--- src/rtl/som_pkg.sv ---
package som_pkg;

   typedef enum logic [1:0] {
      PH_IDLE = 2'd0,
      PH_LEAD = 2'd1,
      PH_DATA = 2'd2
   } seq_phase_t;

   // Channel-count decode: 1..max selects that many, anything else selects all.
   function automatic int unsigned chan_count(input int unsigned sel,
                                              input int unsigned max_ch);
      if (sel == 0 || sel > max_ch) return max_ch;
      return sel;
   endfunction

endpackage

--- src/rtl/som_frame_seq.sv ---
module som_frame_seq
   import som_pkg::*;
#(
   parameter int NUM_CH     = 6,
   parameter int SLOT_LEN   = 16,
   parameter int LEAD_EDGES = 3,
   localparam int NCH_W     = $clog2(NUM_CH + 1),
   localparam int SLOT_W    = (NUM_CH > 1) ? $clog2(NUM_CH) : 1,
   localparam int POS_W     = $clog2(SLOT_LEN),
   localparam int LEAD_W    = (LEAD_EDGES > 1) ? $clog2(LEAD_EDGES) : 1
) (
   input  logic              clk,
   input  logic              rst_n,
   input  logic              start_i,
   input  logic [NCH_W-1:0]  nch_i,
   output seq_phase_t        phase_o,
   output logic [SLOT_W-1:0] slot_o,
   output logic [POS_W-1:0]  pos_o
);
   localparam logic [POS_W-1:0]  POS_LAST  = POS_W'(SLOT_LEN - 1);
   localparam logic [LEAD_W-1:0] LEAD_LAST = LEAD_W'(LEAD_EDGES - 1);

   seq_phase_t        phase_q;
   logic [SLOT_W-1:0] slot_q;
   logic [POS_W-1:0]  pos_q;
   logic [LEAD_W-1:0] lead_q;

   always_ff @(posedge clk or negedge rst_n) begin
      if (!rst_n) begin
         phase_q <= PH_IDLE;
         slot_q  <= '0;
         pos_q   <= '0;
         lead_q  <= '0;
      end else if (start_i) begin
         // A strobe rise always wins, including in the middle of a frame.
         phase_q <= PH_LEAD;
         lead_q  <= '0;
         slot_q  <= '0;
         pos_q   <= '0;
      end else begin
         unique case (phase_q)
            PH_LEAD: begin
               if (lead_q == LEAD_LAST) begin
                  phase_q <= PH_DATA;
                  slot_q  <= '0;
                  pos_q   <= '0;
               end else begin
                  lead_q <= lead_q + 1'b1;
               end
            end
            PH_DATA: begin
               if (pos_q == POS_LAST) begin
                  pos_q <= '0;
                  if (int'(slot_q) >= int'(nch_i) - 1) phase_q <= PH_IDLE;
                  else                                 slot_q  <= slot_q + 1'b1;
               end else begin
                  pos_q <= pos_q + 1'b1;
               end
            end
            default: phase_q <= PH_IDLE;
         endcase
      end
   end

   assign phase_o = phase_q;
   assign slot_o  = slot_q;
   assign pos_o   = pos_q;
endmodule

--- config.mk ---
export PLATFORM = sky130hd
export DESIGN_NAME = som_frame_seq
export DESIGN_NICKNAME = d
export VERILOG_FILES = /design/src/rtl/som_pkg.sv /design/src/rtl/som_frame_seq.sv
export SDC_FILE = /design/constraint.sdc
export NUM_CORES = 1
export LEC_CHECK = 0
export ABC_AREA = 1
export BUFFER_PORTS_ARGS = -buffer_cell sky130_fd_sc_hd__buf_2
export CORE_UTILIZATION = 48
export CTS_CLUSTER_SIZE = 10
export DETAILED_ROUTE_END_ITERATION = 7
export PLACE_DENSITY = 0.72
export SLEW_MARGIN = 20
export SYNTH_ARGS = -nofsm -noshare
export SYNTH_HDL_FRONTEND = slang
export SYNTH_SLANG_ARGS = --single-unit
--- constraint.sdc ---
create_clock -name clk -period 1.7 [get_ports clk]
set_input_delay 0.34 -clock clk [delete_from_list [all_inputs] [get_ports clk]]
set_output_delay 0.34 -clock clk [all_outputs]
set_load 0.02 [all_outputs]
==> flow_metrics.env, run 1 <==
export IMPL_status="finished, final reports clean"
export IMPL_synth_edf_count=0
export IMPL_post_synth_top_count_cell="nand2_1"
export IMPL_setup_violations=0
export IMPL_cp_end_kind="flop"
export IMPL_cts_buffers=3
export IMPL_skew_ns=0.00614
export IMPL_grt_usage_pct=17.8
export IMPL_utilization_pct=61.9
export IMPL_syn_to_final_growth_pct=17.9
export IMPL_startpoint_type="primary input"
export IMPL_nets=122
export IMPL_post_cts_buffers=0
export IMPL_routedWlPerCell_um=9.94
export IMPL_crit_required_ns=1.85
export IMPL_drt_iter0_drc=22
export IMPL_synth_top_cell_by_area="dfrtp_1"
export IMPL_grt_max_degree=12
export IMPL_layout_worst_path_cycle_share_pct=86.2
export IMPL_fin_area_um2=826
export IMPL_yosysWarnings=0
export IMPL_rr_startpoint="slot_o[0]$_DFFE_PN0P_"
export IMPL_reg2regPathDepth=12
export IMPL_leakage_nw=0.470
export IMPL_maxSlewViolCount=0
export IMPL_fin_crit_ns=1.47
export IMPL_clk_pin_slew_ns=0.07
export IMPL_syn_num_nets=102
export IMPL_hold_viol=0
export IMPL_drive_above_1_share_pct=25.9
export IMPL_tritoncts="done"
export IMPL_die_h_um=40.2
export IMPL_timing_reg2reg_setup_slack_ns=0.25
export IMPL_fillCellCount=122
export IMPL_max_vdd_ir_drop_v=0.000688
export IMPL_io_pins=15
export IMPL_ys_types=19
export IMPL_initial_core_util_pct=52.5
export IMPL_synth_seq_cells=11
export IMPL_path_delay_family="simple AND/OR/NAND/NOR gates"
export IMPL_drc=0
export IMPL_cts_root_buf="clkbuf_4"
export IMPL_slew_headroom_pct=83.8
export IMPL_dr_total_vias=613
export IMPL_vias_per_cell=4.98
export IMPL_num_antenna_cells=0
export IMPL_clock_sinks=11
export IMPL_critPathLaunch="nch_i[0]"
export IMPL_min_path_type="primary input to flop"
export IMPL_worst_slew_pin_slew_ns=0.244
export IMPL_worst_path_stages=13
export IMPL_worst_path_buf_inv=3
export IMPL_critPathSlowestCell="ha_1"
export IMPL_rsz0062_at_grt="no"
export IMPL_clkLatencyLatePin_ns=0.27
export IMPL_postRouteAntennaNets=0
export IMPL_grt_overflow_total=0
export IMPL_first_pass_iters=4
export IMPL_grt_pass1_wl_um=1810
export IMPL_cts_resized=0
export IMPL_yosys_top_cells_count="nand2_1 (21), inv_1 (13), dfrtp_1 (11), nand3_1 (10), ha_1 (7)"
export IMPL_routed_wl_um=1220
export IMPL_async_reset_ff_share_pct=100
export IMPL_clockBufferDepth=2
export IMPL_critPathKind="primary input to flop"
export IMPL_antenna_found_initial=0
export IMPL_multi_input_area_um2=362
export IMPL_power_density_nw_per_um2=828
export IMPL_row_count=13
export IMPL_portBuffers=14
export IMPL_arrival_ns=1.62
export IMPL_crit_path_end="slot_o[0]$_DFFE_PN0P_"
export IMPL_fin_ws_ns=0.235
export IMPL_synth_top_area_share_pct=39.3
export IMPL_die_area_um2=1620
export IMPL_critPathMaxFanout=4
export IMPL_cp_cell_sequence="buf_2, inv_1, ha_1, xnor2_1, ha_1, inv_1, nand2_2, nor2_1, nand2_1, nand2_2, nand2_2, nand2_1, nand2_1"
export IMPL_syn_cell_area_um2=701
export IMPL_cts_hold_buf=1
export IMPL_max_freq_mhz=683
export IMPL_holdWs_ns=0.368
export IMPL_routabilityCongestion=0.809
export IMPL_place_area_um2=790
export IMPL_r2r_end="slot_o[0]$_DFFE_PN0P_"
export IMPL_die_w_um=40.2
export IMPL_synth_seq_area_share_pct=39.3
export IMPL_critPathMaxStageDelay_ns=0.20
export IMPL_hpwl_um=986
export IMPL_avgSynthCellArea_um2=7.87
export IMPL_h_tree_depth=1
export IMPL_maxCapViolCount=0
export IMPL_synth_area_leaders="dfrtp_1 (39%), ha_1 (13%), nand2_1 (11%), nand3_1 (7.1%), inv_1 (7.0%)"
export IMPL_pre_cts_slack_ns=-0.0437
export IMPL_netlist_instances=89
export IMPL_synth_ff_type="dfrtp_1"
export IMPL_core_um2=1330
export IMPL_grt_pass1_vias=447
export IMPL_regArea_um2=275
## where the power goes
part / internal (mW) / switching (mW)
combinational: 0.0692 / 0.130
clock: 0.0907 / 0.0801
sequential: 0.292 / 0.0215
## metal layers
layer | up-vias | part of all wire [%] | global-route usage [%]
met5 | - | 0 | 0
met4 | 0 | 0 | 2.50
met3 | 0 | 5.3 | 10.0
met2 | 12 | 47 | 27.0
met1 | 280 | 47 | 22.6
li1 | 321 | - | -
## how the worst min path moves through the flow
stage	to	startpoint	cells after the start
2_1_floorplan	lead_q[0]$_DFFE_PN0P_	rst_n	0
3_3_place_gp	pos_o[3]$_DFFE_PN0P_	rst_n	1
3_5_place_dp	pos_o[3]$_DFFE_PN0P_	rst_n	1
4_1_cts	phase_o[0]$_DFFE_PN0P_	start_i	3
5_1_grt	phase_o[0]$_DFFE_PN0P_	start_i	3
6_report	phase_o[0]$_DFFE_PN0P_	start_i	3
## worst register-to-register path, cell delays in order, from the launching register on
cell and delay, ns:
dfrtp_1 0.40, inv_1 0.06, ha_1 0.27, inv_1 0.06
nand2_1 0.05, nand2_1 0.05, nand2_1 0.05, nand2_1 0.07
nand2_1 0.07, nand2_2 0.10, nand2_2 0.07, nand2_1 0.06
nand2_1 0.05
## cell usage in the layout (no fill, tap or decap)
master	netlist	final
a21oi_1	2	2
buf_2	0	14
clkbuf_1	0	1
clkbuf_4	0	3
dfrtp_1	11	11
dlygate4sd3_1	0	1
ha_1	7	7
inv_1	13	13
inv_2	4	4
mux2i_1	1	1
nand2_1	21	21
nand2_2	4	4
nand3_1	10	10
nand4_1	1	1
nor2_1	5	5
nor2_2	1	1
nor2_4	1	1
nor3_1	1	1
o211ai_1	1	1
o21ai_0	2	2
o21ai_2	1	1
xnor2_1	2	2
xor2_1	1	1
## metrics by stage
| step | TNS (ns) | cells | power, mW |
|---|---|---|---|
| 6_report | 0 | 123 | 0.683 |
| 5_1_grt | 0 | 123 | 0.740 |
| 4_1_cts | 0 | 123 | 0.695 |
| 3_5_place_dp | -0.123 | 118 | 0.516 |
| 3_3_place_gp | 0 | 118 | 0.510 |
| 2_1_floorplan | 0 | 89 | 0.464 |
## final cells by class
| cell class | count | share of cell area (%) |
|---|---|---|
| well taps | 15 | 2.27 |
| repair buffers | 15 | 9.70 |
| clock buffers | 4 | 3.18 |
| inverters | 17 | 7.73 |
| flip-flops and latches | 11 | 33.3 |
| multi-input cells | 61 | 43.8 |
## sequential cells by signal, indices dropped and copies added, names as in the netlist
register / flops
phase_o: 2
slot_o: 3
lead_q: 2
pos_o: 4
## cell families after synthesis
kind of cell	after synthesis	synth area share [%]
adders and majority gates	7	12.5
AOI/OAI and AO/OA	6	5.18
and+or+nand+nor	44	28.8
xor gates and xnor gates	3	3.75
DFF	11	39.3
buffers and inverters	17	9.11
muxes	1	1.43
No activity file was read; power rests on OpenSTA's default activity.
==> run 2: changes to the inputs <==
==> constraint.sdc (replaced) <==
create_clock -name clk -period 1.7 [get_ports clk]
set_input_delay 0.085 -clock clk [delete_from_list [all_inputs] [get_ports clk]]
set_output_delay 0.085 -clock clk [all_outputs]
set_load 0.02 [all_outputs]
==> run 2 against run 1 <==
Critical path depth is 1 lower. Global-route usage up 1.1 points. Via count fell by 5.2%. Sequential share of layout area stayed put. Sequential power barely moved. Non-clock buffer count unchanged. Final cell count is the same. Register-to-register slack better by 0.02 ns. Critical path type is now flop to flop. Largest cell class unchanged. Largest power group unchanged. Highest routed layer unchanged.
==> flow_metrics.env, run 2 (synthesized netlist as in run 1, its figures left out) <==
export IMPL_grt_usage_pct=18.9
export IMPL_cts_buffers=3
export IMPL_die_area_um2=1620
export IMPL_layout_common_cells="nand2_1 (21), buf_2 (14), inv_1 (13)"
export IMPL_startpoint_type="flop"
export IMPL_io_pins=15
export IMPL_post_cts_buffers=0
export IMPL_layout_worst_path_cycle_share_pct=84.3
export IMPL_die_h_um=40.2
export IMPL_crit_required_ns=1.85
export IMPL_holdWs_ns=0.0990
export IMPL_max_freq_mhz=698
export IMPL_vias_per_cell=4.72
export IMPL_fillCellCount=136
export IMPL_instances_no_fill=123
export IMPL_largest_reg_flops=4
export IMPL_drive_above_1_share_pct=25.9
export IMPL_fin_crit_ns=1.43
export IMPL_clockBufferDepth=2
export IMPL_rsz0062_at_grt="no"
export IMPL_multi_input_area_um2=362
export IMPL_maxSlewViolCount=0
export IMPL_max_vdd_ir_drop_v=0.000566
export IMPL_h_tree_depth=1
export IMPL_clkLatencyLatePin_ns=0.26
export IMPL_clk_pin_slew_ns=0.07
export IMPL_tritoncts="done"
export IMPL_row_count=13
export IMPL_status="finished, final reports clean"
export IMPL_grt_overflow_total=0
export IMPL_clock_sinks=11
export IMPL_antenna_found_initial=0
export IMPL_grt_pass1_vias=489
export IMPL_maxCapViolCount=0
export IMPL_first_pass_iters=4
export IMPL_tns_ns=0
export IMPL_min_path_type="primary input to flop"
export IMPL_worst_slew_pin_slew_ns=0.244
export IMPL_hpwl_um=998
export IMPL_portBuffers=14
export IMPL_drt_iter0_drc=11
export IMPL_cts_root_buf="clkbuf_4"
export IMPL_slew_headroom_pct=83.7
export IMPL_use_met2_pct=29.0
export IMPL_skew_ns=0.00511
export IMPL_num_antenna_cells=0
export IMPL_arrival_ns=1.59
export IMPL_syn_to_final_growth_pct=17.9
export IMPL_power_total_mw=0.687
export IMPL_initial_core_util_pct=52.5
export IMPL_postRouteAntennaNets=0
export IMPL_cp_end_kind="flop"
export IMPL_placed_cells=118
export IMPL_critPathKind="flop to flop"
export IMPL_power_density_nw_per_um2=832
export IMPL_grtUsageMet3_pct=10.0
export IMPL_critPathMaxFanout=5
export IMPL_setup_violations=0
export IMPL_dr_total_vias=581
export IMPL_grt_use_met1_pct=24.1
export IMPL_nets=122
export IMPL_drc=0
export IMPL_hold_viol=0
export IMPL_timing_reg2reg_setup_slack_ns=0.27
export IMPL_grt_pass1_wl_um=1980
export IMPL_routedWlPerCell_um=10.2
export IMPL_grt_busiest_layer="met2"
export IMPL_routed_wl_um=1260
export IMPL_routabilityCongestion=0.755
export IMPL_die_w_um=40.2
export IMPL_leakage_nw=0.470
export IMPL_regArea_um2=275
export IMPL_grt_max_degree=12
export IMPL_core_um2=1330
export IMPL_layout_cells_most_common="nand2_1"
-- run 2: cell counts in the layout (fill, tap and decap cells not counted) --
Identical to the previous run, type by type.
-- run 2: stage by stage --
step / area (µm²) / worst slack (ns) / utilization, %
floorplan: 701 / 0.261 / -
global placement: 790 / 0.295 / 59.2
detailed placement: 790 / 0.260 / 59.2
CTS: 826 / 0.249 / 61.9
global route: 826 / 0.115 / 61.9
finish: 826 / 0.267 / 61.9
-- run 2: cell type report --
| type | count | area share, % |
|---|---|---|
| Clock buffer | 4 | 3.18 |
| Timing Repair Buffer | 15 | 9.70 |
| Tap cell | 15 | 2.27 |
| Inverter | 17 | 7.73 |
| Multi-Input combinational cell | 61 | 43.8 |
| Sequential cell | 11 | 33.3 |
-- run 2: critical path: stages (launching register included) --
cell	delay [ns]
dfrtp_1	0.41
inv_1	0.07
ha_1	0.27
inv_1	0.05
nand2_1	0.04
nand2_1	0.05
nand2_1	0.05
nand2_1	0.08
nand2_1	0.07
nand2_2	0.09
nand2_2	0.07
nand2_1	0.06
nand2_1	0.04
-- run 2: routing by layer --
layer,part of all wire [%],routed length (µm),up-vias
met5,0,0,-
met4,0,0,0
met3,4.2,53,0
met2,47,587,10
met1,49,619,252
li1,-,-,319
-- run 2: where the power goes --
group	internal, mW	switching [mW]	total, mW	leakage, nW
logic	0.0697	0.131	0.201	0.306
registers	0.292	0.0226	0.314	0.149
clock network	0.0907	0.0812	0.172	0.0150
-- run 2: final timing paths --
path | from | endpoint | cells after the start
max | slot_o[0]$_DFFE_PN0P_ | slot_o[0]$_DFFE_PN0P_ | 12
max in group asynchronous | rst_n | lead_q[0]$_DFFE_PN0P_ | 2
min | start_i | phase_o[0]$_DFFE_PN0P_ | 3
max reg2reg | slot_o[0]$_DFFE_PN0P_ | slot_o[0]$_DFFE_PN0P_ | 12
min reg2reg | lead_q[0]$_DFFE_PN0P_ | lead_q[0]$_DFFE_PN0P_ | 1
min in group asynchronous | rst_n | pos_o[3]$_DFFE_PN0P_ | 2
-- run 2: timing repair --
item	4_1_cts	5_1_grt
hold endpoints to repair	11	0
gates resized for setup	0	0
hold buffers	1	0
==> run 3: changes to the inputs <==
Settings changed: ABC_AREA 1 to 0, CORE_UTILIZATION 48 to 46.
Clock period 1.7 ns to 1.2 ns, I/O delays scaled along.
==> run 3 against run 2 <==
The flow now finishes with violations (setup timing). Critical endpoint is now slot_o[2]$_DFFE_PN0P_. Hold slack gained 0.057 ns. Clock skew grew 0.0039 ns. First-iteration DRC count is the same. Clock power grew 52%. Clock-buffer cell count shrank 1. Setup slack lost 0.67 ns. Combinational power grew to 3.5 times the previous value. Largest power group is now combinational cells. Wire length grew 43%. Global-route usage grew 6.0 points. Maximum frequency shrank 11%. Largest cell class unchanged. Design area grew 38%. Synthesized cell count shrank 19%.
==> flow_metrics.env, run 3 <==
export IMPL_crit_required_ns=1.41
export IMPL_fin_crit_ns=1.61
export IMPL_syn_num_nets=85
export IMPL_synth_top_area_share_pct=38.7
export IMPL_synth_edf_count=0
export IMPL_layout_common_cells="buf_4 (19), buf_2 (13), inv_1 (7)"
export IMPL_grt_usage_pct=24.9
export IMPL_cts_buffers=3
export IMPL_clk_pin_slew_ns=0.08
export IMPL_slew_headroom_pct=82.3
export IMPL_cp_end_kind="flop"
export IMPL_async_reset_ff_share_pct=100
export IMPL_clock_sinks=11
export IMPL_maxSlewViolCount=0
export IMPL_max_vdd_ir_drop_v=0.00104
export IMPL_routed_wl_um=1800
export IMPL_violations="setup timing"
export IMPL_tritoncts="done"
export IMPL_dr_total_vias=703
export IMPL_core_um2=1370
export IMPL_skew_ns=0.00900
export IMPL_die_area_um2=1710
export IMPL_avgSynthCellArea_um2=9.87
export IMPL_synth_ff_type="dfrtp_1"
export IMPL_startpoint_type="flop"
export IMPL_grt_pass1_wl_um=2690
export IMPL_synth_top_cell_by_area="dfrtp_1"
export IMPL_drt_iter0_drc=11
export IMPL_leakage_nw=0.561
export IMPL_power_density_nw_per_um2=1260
export IMPL_h_tree_depth=1
export IMPL_antenna_found_initial=0
export IMPL_worst_slew_pin_slew_ns=0.264
export IMPL_ys_types=32
export IMPL_critPathKind="flop to flop"
export IMPL_rr_startpoint="slot_o[0]$_DFFE_PN0P_"
export IMPL_rsz0062_at_grt="yes"
export IMPL_critPathMaxFanout=4
export IMPL_io_pins=15
export IMPL_num_antenna_cells=0
export IMPL_cts_root_buf="clkbuf_4"
export IMPL_post_synth_top_count_cell="dfrtp_1"
export IMPL_min_from="start_i"
export IMPL_drc=0
export IMPL_routedWlPerCell_um=14.0
export IMPL_syn_cell_area_um2=711
export IMPL_hpwl_um=1210
export IMPL_drive_above_1_share_pct=62.3
export IMPL_first_pass_iters=4
export IMPL_fin_ws_ns=-0.405
export IMPL_maxCapViolCount=0
export IMPL_largest_reg_flops=4
export IMPL_max_freq_mhz=623
export IMPL_clkLatencyLatePin_ns=0.28
export IMPL_setup_violations=7
export IMPL_synth_area_leaders="dfrtp_1 (39%), ha_1 (12%), inv_1 (4.2%), o211ai_2 (3.5%), nand2_1 (3.2%)"
export IMPL_holdWs_ns=0.156
export IMPL_layout_cells_most_common="buf_4"
export IMPL_netlist_instances=72
export IMPL_grt_pass1_vias=626
export IMPL_yosysWarnings=0
export IMPL_postRouteAntennaNets=0
export IMPL_initial_core_util_pct=52.0
export IMPL_instances_no_fill=129
export IMPL_die_w_um=41.3
export IMPL_synth_seq_cells=11
export IMPL_layout_worst_path_cycle_share_pct=134
export IMPL_clockBufferDepth=2
export IMPL_synth_seq_area_share_pct=38.7
export IMPL_nets=128
export IMPL_grt_max_degree=12
export IMPL_syn_to_final_growth_pct=60.9
export IMPL_row_count=13
export IMPL_arrival_ns=1.81
export IMPL_routabilityCongestion=0.770
export IMPL_yosys_top_cells_count="dfrtp_1 (11), inv_1 (8), ha_1 (7), nand2_1 (6)"
export IMPL_portBuffers=14
export IMPL_status="finished with violations"
export IMPL_min_path_type="primary input to flop"
export IMPL_pre_cts_slack_ns=-0.469
export IMPL_vias_per_cell=5.45
export IMPL_hold_viol=0
export IMPL_grt_overflow_total=0
export IMPL_placed_cells=119
export IMPL_critPathLaunch="slot_o[0]$_DFFE_PN0P_"
export IMPL_die_h_um=41.3
-- run 3: cell types whose count changed after synthesis, sizes merged, moves of 2 or more --
cell    change
inv         -9
nand2      -19
nand3       -7
nor2        -4
nor3b       +2
nor4        +2
o211ai      +3
or3         +2
-- run 3: path summary, 6_finish.rpt --
path	end	slack, ns	depth (start not counted)
max	slot_o[2]$_DFFE_PN0P_	-0.41	6
min	phase_o[1]$_DFFE_PN0P_	0.16	3
max reg2reg	slot_o[2]$_DFFE_PN0P_	-0.41	6
min reg2reg	phase_o[1]$_DFFE_PN0P_	0.56	1
max in group asynchronous	pos_o[0]$_DFFE_PN0P_	0.79	2
min in group asynchronous	lead_q[0]$_DFFE_PN0P_	0.17	2
-- run 3: cells by family after synthesis --
| logic type | synth area share [%] |
|---|---|
| and+or+nand+nor | 22.0 |
| AOI/OAI and AO/OA | 16.7 |
| DFF | 38.7 |
| buffers and inverters | 4.93 |
| adders and majority gates | 12.3 |
| xor gates and xnor gates | 2.47 |
| muxes | 2.82 |
-- run 3: power breakdown --
part / internal, mW / switching (mW)
Combinational: 0.372 / 0.328
Clock: 0.124 / 0.138
Sequential: 0.431 / 0.0491
-- run 3: worst max-delay path: stages (launching register included) --
cell	delay (ns)
dfrtp_2	0.37
buf_4	0.11
buf_4	0.11
ha_1	0.16
nand4_1	0.13
or4_1	0.50
o211ai_2	0.16
-- run 3: through the flow --
stage	cell area (µm²)	util (%)	power (mW)	setup TNS, ns
5_1_grt	1140	83.7	1.55	-2.22
3_5_place_dp	961	70.3	1.02	-2.17
4_1_cts	1090	79.7	1.42	-1.52
6_report	1140	83.7	1.44	-1.59
2_1_floorplan	734	-	0.801	-1.44
3_3_place_gp	961	70.3	0.996	-1.87
-- run 3: what timing repair did --
item,4_1_cts,5_1_grt
buffers inserted,3,4
resized for setup,18,12
endpoints found under the hold margin,11,0
endpoints found under the setup margin,9,11
pin swaps,7,9
hold buffers,1,0
-- run 3: area by class of cell --
class | instances | area [µm²]
Clock inverter | 1 | 5.00
Tap cell | 15 | 18.8
Multi-Input combinational cell | 52 | 499
Inverter | 8 | 30.0
Fill cell | 85 | 223
Clock buffer | 3 | 22.5
Sequential cell | 11 | 283
Timing Repair Buffer | 39 | 285
-- run 3: routing by layer --
| metal | global-route usage, % | vias to the layer above | wire length, µm |
|---|---|---|---|
| met5 | 0 | - | 0 |
| met3 | 6.38 | 4 | 65 |
| li1 | - | 355 | - |
| met4 | 12.1 | 0 | 23 |
| met2 | 38.7 | 15 | 851 |
| met1 | 32.0 | 329 | 862 |
